## config.mk

```make
export PLATFORM = sky130hd
export DESIGN_NAME = pio_csr_block
export DESIGN_NICKNAME = d
export VERILOG_FILES = /design/src/rtl/pio_csr_pkg.sv /design/src/rtl/pio_sticky_flag.sv /design/src/rtl/pio_rise_det.sv /design/src/rtl/pio_dma_fsm.sv /design/src/rtl/pio_csr_block.sv
export SDC_FILE = /design/constraint.sdc
export NUM_CORES = 1
export LEC_CHECK = 0
export CORE_MARGIN = 5
export CORE_UTILIZATION = 34
export DETAILED_ROUTE_END_ITERATION = 12
export DONT_BUFFER_PORTS = 1
export HOLD_SLACK_MARGIN = 0.03
export PLACE_DENSITY = 0.57
export RECOVER_POWER = 100
export SLEW_MARGIN = 20
export SYNTH_ARGS = -nofsm -noshare
export SYNTH_HDL_FRONTEND = slang
export SYNTH_SLANG_ARGS = --single-unit
export TNS_END_PERCENT = 10
```

## constraint.sdc

```tcl
create_clock -name clk -period 2.05 [get_ports clk]
set_input_delay 0.5125 -clock clk [delete_from_list [all_inputs] [get_ports clk]]
set_output_delay 0.5125 -clock clk [all_outputs]
set_load 0.03 [all_outputs]
```

## src/rtl/pio_csr_pkg.sv

```systemverilog
package pio_csr_pkg;
    localparam int unsigned WORD_W = 16;
    localparam int unsigned ADDR_W = 5;
    localparam int unsigned FCN_W  = 3;
    localparam int unsigned STS_W  = 3;

    localparam logic [ADDR_W-1:0] OFF_CSR   = 5'h00;
    localparam logic [ADDR_W-1:0] OFF_DATA  = 5'h02;
    localparam logic [ADDR_W-1:0] OFF_VEC   = 5'h05;
    localparam logic [ADDR_W-1:0] OFF_PULSE = 5'h06;

    // command word bit positions
    localparam int unsigned B_CLR_EOR = 15;
    localparam int unsigned B_CLR_ATT = 14;
    localparam int unsigned B_CLR_PER = 13;
    localparam int unsigned B_MCLR    = 12;
    localparam int unsigned B_CYC     = 8;
    localparam int unsigned B_IEN     = 6;
    localparam int unsigned B_FCN_LO  = 1;
    localparam int unsigned B_ACLO    = 2;
    localparam int unsigned B_GO      = 0;
    // pulse register bit positions
    localparam int unsigned B_PSET    = 6;
    localparam int unsigned B_PCLR    = 5;

    // sticky flag indices
    localparam int unsigned FL_EOR  = 0;
    localparam int unsigned FL_ATT  = 1;
    localparam int unsigned FL_PERR = 2;
    localparam int unsigned FL_BERR = 3;
    localparam int unsigned FL_TERR = 4;
    localparam int unsigned NFLAG   = 5;

    typedef enum logic {
        DMA_IDLE  = 1'b0,
        DMA_ARMED = 1'b1
    } dma_state_e;
endpackage

```

## src/rtl/pio_sticky_flag.sv

```systemverilog
module pio_sticky_flag (
    input  logic clk,
    input  logic rst_n,
    input  logic sclr,
    input  logic set,
    input  logic clr,
    output logic q
);
    always_ff @(posedge clk or negedge rst_n) begin
        if (!rst_n) begin
            q <= 1'b0;
        end else if (sclr) begin
            q <= 1'b0;
        end else begin
            q <= set | (q & ~clr);
        end
    end
endmodule

```

## src/rtl/pio_rise_det.sv

```systemverilog
module pio_rise_det (
    input  logic clk,
    input  logic rst_n,
    input  logic lvl,
    output logic rise
);
    logic lvl_q;

    always_ff @(posedge clk or negedge rst_n) begin
        if (!rst_n) begin
            lvl_q <= 1'b0;
        end else begin
            lvl_q <= lvl;
        end
    end

    assign rise = lvl & ~lvl_q;
endmodule

```

## src/rtl/pio_dma_fsm.sv

```systemverilog
module pio_dma_fsm
    import pio_csr_pkg::*;
(
    input  logic clk,
    input  logic rst_n,
    input  logic mclr,
    input  logic go_req,
    input  logic cyc_req,
    input  logic eor,
    output logic dma_en,
    output logic go_pulse,
    output logic cyc_pulse
);
    dma_state_e state_q, state_d;

    always_ff @(posedge clk or negedge rst_n) begin
        if (!rst_n) begin
            state_q <= DMA_IDLE;
        end else begin
            state_q <= state_d;
        end
    end

    always_comb begin
        state_d = state_q;
        unique case (state_q)
            DMA_IDLE:  if (go_req)          state_d = DMA_ARMED;
            DMA_ARMED: if (eor && !go_req)  state_d = DMA_IDLE;
            default:                        state_d = DMA_IDLE;
        endcase
        if (mclr) state_d = DMA_IDLE;
    end

    always_ff @(posedge clk or negedge rst_n) begin
        if (!rst_n) begin
            go_pulse  <= 1'b0;
            cyc_pulse <= 1'b0;
        end else begin
            go_pulse  <= go_req;
            cyc_pulse <= cyc_req && ((state_q == DMA_ARMED) || go_req);
        end
    end

    assign dma_en = (state_q == DMA_ARMED);
endmodule

```

## src/rtl/pio_csr_block.sv

```systemverilog
module pio_csr_block
    import pio_csr_pkg::*;
#(
    parameter logic        VARIANT_ID = 1'b1,
    parameter int unsigned VEC_W      = 8
) (
    input  logic              clk,
    input  logic              rst_n,
    input  logic              bus_wr,
    input  logic [ADDR_W-1:0] bus_addr,
    input  logic [WORD_W-1:0] bus_wdata,
    output logic [WORD_W-1:0] bus_rdata,
    input  logic [WORD_W-1:0] dev_din,
    output logic [WORD_W-1:0] dev_dout,
    output logic [VEC_W-1:0]  vec_out,
    output logic [FCN_W-1:0]  fcn_out,
    output logic              go_pulse,
    output logic              cyc_pulse,
    output logic              aclo_pulse,
    output logic              dev_reset,
    output logic              dma_en,
    input  logic              dma_busy,
    input  logic              dma_eor,
    input  logic              dma_berr,
    input  logic              dma_terr,
    input  logic              attn_in,
    input  logic              perr_in,
    input  logic [STS_W-1:0]  stat_in,
    output logic              irq
);
    localparam int unsigned VEC_PAD = WORD_W - VEC_W;

    logic hit_csr, mclr, ctl_wr, pls_wr, dat_wr, vec_wr;
    logic ien_q;
    logic [FCN_W-1:0] fcn_q;
    logic [WORD_W-1:0] dout_q;
    logic [VEC_W-1:0] vec_q;
    logic aclo_q, rst_q;
    logic attn_rise;
    logic [NFLAG-1:0] flag_set, flag_clr, flag_q;
    logic [WORD_W-1:0] status;

    // address decode
    assign hit_csr = bus_wr && (bus_addr == OFF_CSR);
    assign mclr    = hit_csr &&  bus_wdata[B_MCLR];
    assign ctl_wr  = hit_csr && !bus_wdata[B_MCLR];
    assign pls_wr  = bus_wr && (bus_addr == OFF_PULSE);
    assign dat_wr  = bus_wr && (bus_addr == OFF_DATA);
    assign vec_wr  = bus_wr && (bus_addr == OFF_VEC);

    // interrupt enable: command load or atomic pulse set/clear
    always_ff @(posedge clk or negedge rst_n) begin
        if (!rst_n) begin
            ien_q <= 1'b0;
        end else if (mclr) begin
            ien_q <= 1'b0;
        end else if (ctl_wr) begin
            ien_q <= bus_wdata[B_IEN];
        end else if (pls_wr) begin
            if (bus_wdata[B_PSET])      ien_q <= 1'b1;
            else if (bus_wdata[B_PCLR]) ien_q <= 1'b0;
        end
    end

    // function latches, data, vector and strobes
    always_ff @(posedge clk or negedge rst_n) begin
        if (!rst_n) begin
            fcn_q  <= '0;
            dout_q <= '0;
            vec_q  <= '0;
            aclo_q <= 1'b0;
            rst_q  <= 1'b0;
        end else begin
            aclo_q <= ctl_wr && bus_wdata[B_ACLO];
            rst_q  <= mclr;
            if (mclr) begin
                fcn_q  <= '0;
                dout_q <= '0;
                vec_q  <= '0;
            end else begin
                if (ctl_wr) fcn_q  <= bus_wdata[B_FCN_LO +: FCN_W];
                if (dat_wr) dout_q <= bus_wdata;
                if (vec_wr) vec_q  <= bus_wdata[VEC_W-1:0];
            end
        end
    end

    pio_rise_det u_attn_edge (
        .clk  (clk),
        .rst_n(rst_n),
        .lvl  (attn_in),
        .rise (attn_rise)
    );

    // sticky flag sources and clears
    always_comb begin
        flag_set[FL_EOR]  = dma_eor;
        flag_set[FL_ATT]  = attn_rise;
        flag_set[FL_PERR] = perr_in;
        flag_set[FL_BERR] = dma_berr;
        flag_set[FL_TERR] = dma_terr;
        flag_clr[FL_EOR]  = ctl_wr && bus_wdata[B_CLR_EOR];
        flag_clr[FL_ATT]  = ctl_wr && bus_wdata[B_CLR_ATT];
        flag_clr[FL_PERR] = ctl_wr && bus_wdata[B_CLR_PER];
        flag_clr[FL_BERR] = ctl_wr && bus_wdata[B_GO];
        flag_clr[FL_TERR] = ctl_wr && bus_wdata[B_GO];
    end

    for (genvar gi = 0; gi < NFLAG; gi++) begin : g_flag
        pio_sticky_flag u_flag (
            .clk  (clk),
            .rst_n(rst_n),
            .sclr (mclr),
            .set  (flag_set[gi]),
            .clr  (flag_clr[gi]),
            .q    (flag_q[gi])
        );
    end

    pio_dma_fsm u_fsm (
        .clk      (clk),
        .rst_n    (rst_n),
        .mclr     (mclr),
        .go_req   (ctl_wr && bus_wdata[B_GO]),
        .cyc_req  (ctl_wr && bus_wdata[B_CYC]),
        .eor      (dma_eor),
        .dma_en   (dma_en),
        .go_pulse (go_pulse),
        .cyc_pulse(cyc_pulse)
    );

    assign status = {flag_q[FL_EOR], flag_q[FL_ATT], attn_in, flag_q[FL_PERR],
                     stat_in, 1'b0, ~dma_busy, ien_q,
                     flag_q[FL_BERR], flag_q[FL_TERR], fcn_q, VARIANT_ID};

    always_comb begin
        unique case (bus_addr)
            OFF_CSR:  bus_rdata = status;
            OFF_DATA: bus_rdata = dev_din;
            OFF_VEC:  bus_rdata = {{VEC_PAD{1'b0}}, vec_q};
            default:  bus_rdata = '0;
        endcase
    end

    assign dev_dout   = dout_q;
    assign vec_out    = vec_q;
    assign fcn_out    = fcn_q;
    assign aclo_pulse = aclo_q;
    assign dev_reset  = rst_q;
    assign irq        = ien_q && (flag_q[FL_EOR] || flag_q[FL_ATT]);
endmodule

```

==> results.ini <==
[outcome]
status = finished clean

[sta]
drv_slew = 0
finalClockSkew_ps = 0.159
finalCritPeriodShare_pct = 95.3
slew_headroom_pct = 34.2
setup_ws_ps = 96.6
whs_ps = 254
fin_crit_ps = 1950
hold_viol_final = 0
worst_pin_slew_ps = 986
setup_viol = 0
grt_setup_unrepaired = false
fmax_mhz = 512

[synth]
synth.cell_area_mm2 = 0.00183
synth_common_cells = 39 x dfrtp_1, 37 x nand2_1, 19 x a21oi_1, 15 x nor2_1, 9 x a22o_1
synth.distinct_cells = 32
netlist_top_cells_area = dfrtp_1 53%, nand2_1 7.6%, a21oi_1 5.2%, mux2i_1 4.4%, a22o_1 4.3%
synth.top_cell.area_share_pct = 53.3
async_reset_ff_share_pct = 100
synth_top_cell_by_area = dfrtp_1
avgSynthCellArea_um2 = 9.63
syn_nets = 239
ys_warn_count = 0
synth_edf_count = 0
synth.most_common_cell = dfrtp_1
yosys_register_bits = 39
seq_area_frac_synth_pct = 53.3
synthFlopType = dfrtp_1
netlist_instances = 190

[worst_setup_path]
cp_max_fo = 8
crit_arrival_ps = 1440
cp-end-kind = output pin
worstSetupStartpointType = input port
cp.required_ps = 1540
crit_type = in2out

[clock_tree]
cts_tree = yes
cts.reportedPaths.clkPinSlew_ps = 70
cts.sink_count = 39
clock_latency_ps = 280
cts_made_buffers = 5
clk_path_buf_depth = 2
cts-root-buf = clkbuf_8
post-cts-setup-buffers = 0
cts_max_level = 2

[grt]
track_usage_pct = 16.0
grt_max_degree = 40
grt_overflow = 0
grt_first_pass_wirelength_um = 8740
grt_pass1_vias = 1537
antenna_found_initial = 0

[routing]
wirelength_um = 5440
drt-wirelength-per-cell_um = 19.3
first_pass_iters = 4
vias_per_cell = 5.41
drc = 0
vias = 1526
ant_nets = 0
drt_iter0_drc = 112

[placement]
dp_worst_setup_slack_ps = -37.4
placed_area_mm2 = 0.00206
io_buffers = 0
dp_cells = 273
dp_hpwl_um = 4070
gp_congestion = 0.776

[floorplanning]
die_h_um = 83.4
row_count = 26
start_util_pct = 35.4
dieArea_mm2 = 0.00695
die_x_um = 83.4
coreArea_mm2 = 0.00517
boundaryPins = 98

[finish]
fin_cells = 282
layout-drive-gt1-share_pct = 17.0
final_cell_area_mm2 = 0.00217
nNetsFinal = 260
diodes = 0
final.fill_count = 520
syn_to_final_growth_pct = 18.5

[min_path]
holdCritPathClass = in2reg

[power]
p_leak_nw = 0.975
finalPower_mw = 2.10
peakVddDrop_mv = 0.292
p_per_area_mw_per_mm2 = 967

[job]
drv_cap = 0

-- flip-flops by register name (all words and copies together) (netlist names) --
signal and flops:
aclo_pulse 1, dev_dout 16, dev_reset 1, fcn_out 3, g_flag.u_flag.q 5, ien_q 1
u_attn_edge.lvl_q 1, u_fsm.cyc_pulse 1, u_fsm.dma_en 1, u_fsm.go_pulse 1, vec_out 8
-- per-layer routing --
layer / share of wire (%) / vias to the layer above / routed length, um / track usage, %
met5: 0 / - / 0 / 0
met4: 0.70 / 0 / 38 / 4.90
met3: 12 / 4 / 637 / 7.52
met2: 47 / 71 / 2550 / 24.9
met1: 41 / 748 / 2210 / 19.6
li1: - / 703 / - / -
-- through the flow --
stage          TNS, ps  utilization [%]
6_report             0             41.9
4_1_cts              0             42.7
5_1_grt              0             41.9
3_3_place_gp         0             39.7
3_5_place_dp     -68.6             39.7
2_1_floorplan        0                -
-- worst max-delay path: stages --
cell and delay, ps:
nor2b_1 120, and3_4 210, a222oi_1 340, inv_1 80, buf_4 170
-- power by group --
group / switching [mW] / leakage [nW] / internal [mW]
combinational: 0.131 / 0.418 / 0.0847
sequential: 0.264 / 0.492 / 0.869
clock: 0.260 / 0.0654 / 0.487
-- cells in the final DEF, fill, tap and decap left out, drive strengths merged --
master,count
dfrtp,39
nand2,37
a21oi,21
clkbuf,19
nor2,16
buf,13
a22o,9
inv,8
mux2i,8
o21ai,8
a222oi,6
and2,4
nand2b,3
nand4,3
and3,3
nor2b,2
nand3,2
bufinv,2
nor3,2
nor4,1
a22oi,1
o21a,1
nor4bb,1
o211ai,1
a32o,1
and4,1
-- cell families after synthesis --
kind of cell / synth area share (%)
AND/OR/NAND/NOR: 19.2
AO/OA/AOI/OAI: 17.7
flip-flops: 53.3
buffers and inverters: 5.40
multiplexers: 4.37
-- cell type report --
| type | count | area (um^2) | share of cell area, % |
|---|---|---|---|
| clock buffer | 6 | 72.6 | 3.35 |
| clock inverter | 2 | 60.1 | 2.77 |
| inverter | 8 | 30.0 | 1.38 |
| multi-input combinational | 131 | 769 | 35.5 |
| sequential | 39 | 977 | 45.1 |
| tap | 70 | 87.6 | 4.04 |
| timing repair buffer | 26 | 171 | 7.91 |
-- timing repair --
| item | CTS | global route |
|---|---|---|
| gates resized for setup | 1 | 5 |
| pin swaps | 0 | 1 |
| endpoints found under the hold margin | 39 | 0 |
| hold buffers | 1 | 0 |
| endpoints found under the setup margin | 3 | 5 |
-- final timing paths --
check / cells after the start / slack, ps / end / start
max: 5 / 100 / bus_rdata[3] / bus_addr[2]
min: 0 / 250 / u_attn_edge.lvl_q$_DFF_PN0_ / attn_in
max reg2reg: 3 / 1020 / vec_out[2]$_DFFE_PN0P_ / vec_out[2]$_DFFE_PN0P_
min reg2reg: 2 / 510 / g_flag[1].u_flag.q$_DFF_PN0_ / u_attn_edge.lvl_q$_DFF_PN0_
max in group asynchronous: 1 / 1020 / vec_out[5]$_DFFE_PN0P_ / rst_n
min in group asynchronous: 1 / 370 / fcn_out[1]$_DFFE_PN0P_ / rst_n
No activity file was read; power rests on OpenSTA's default activity.
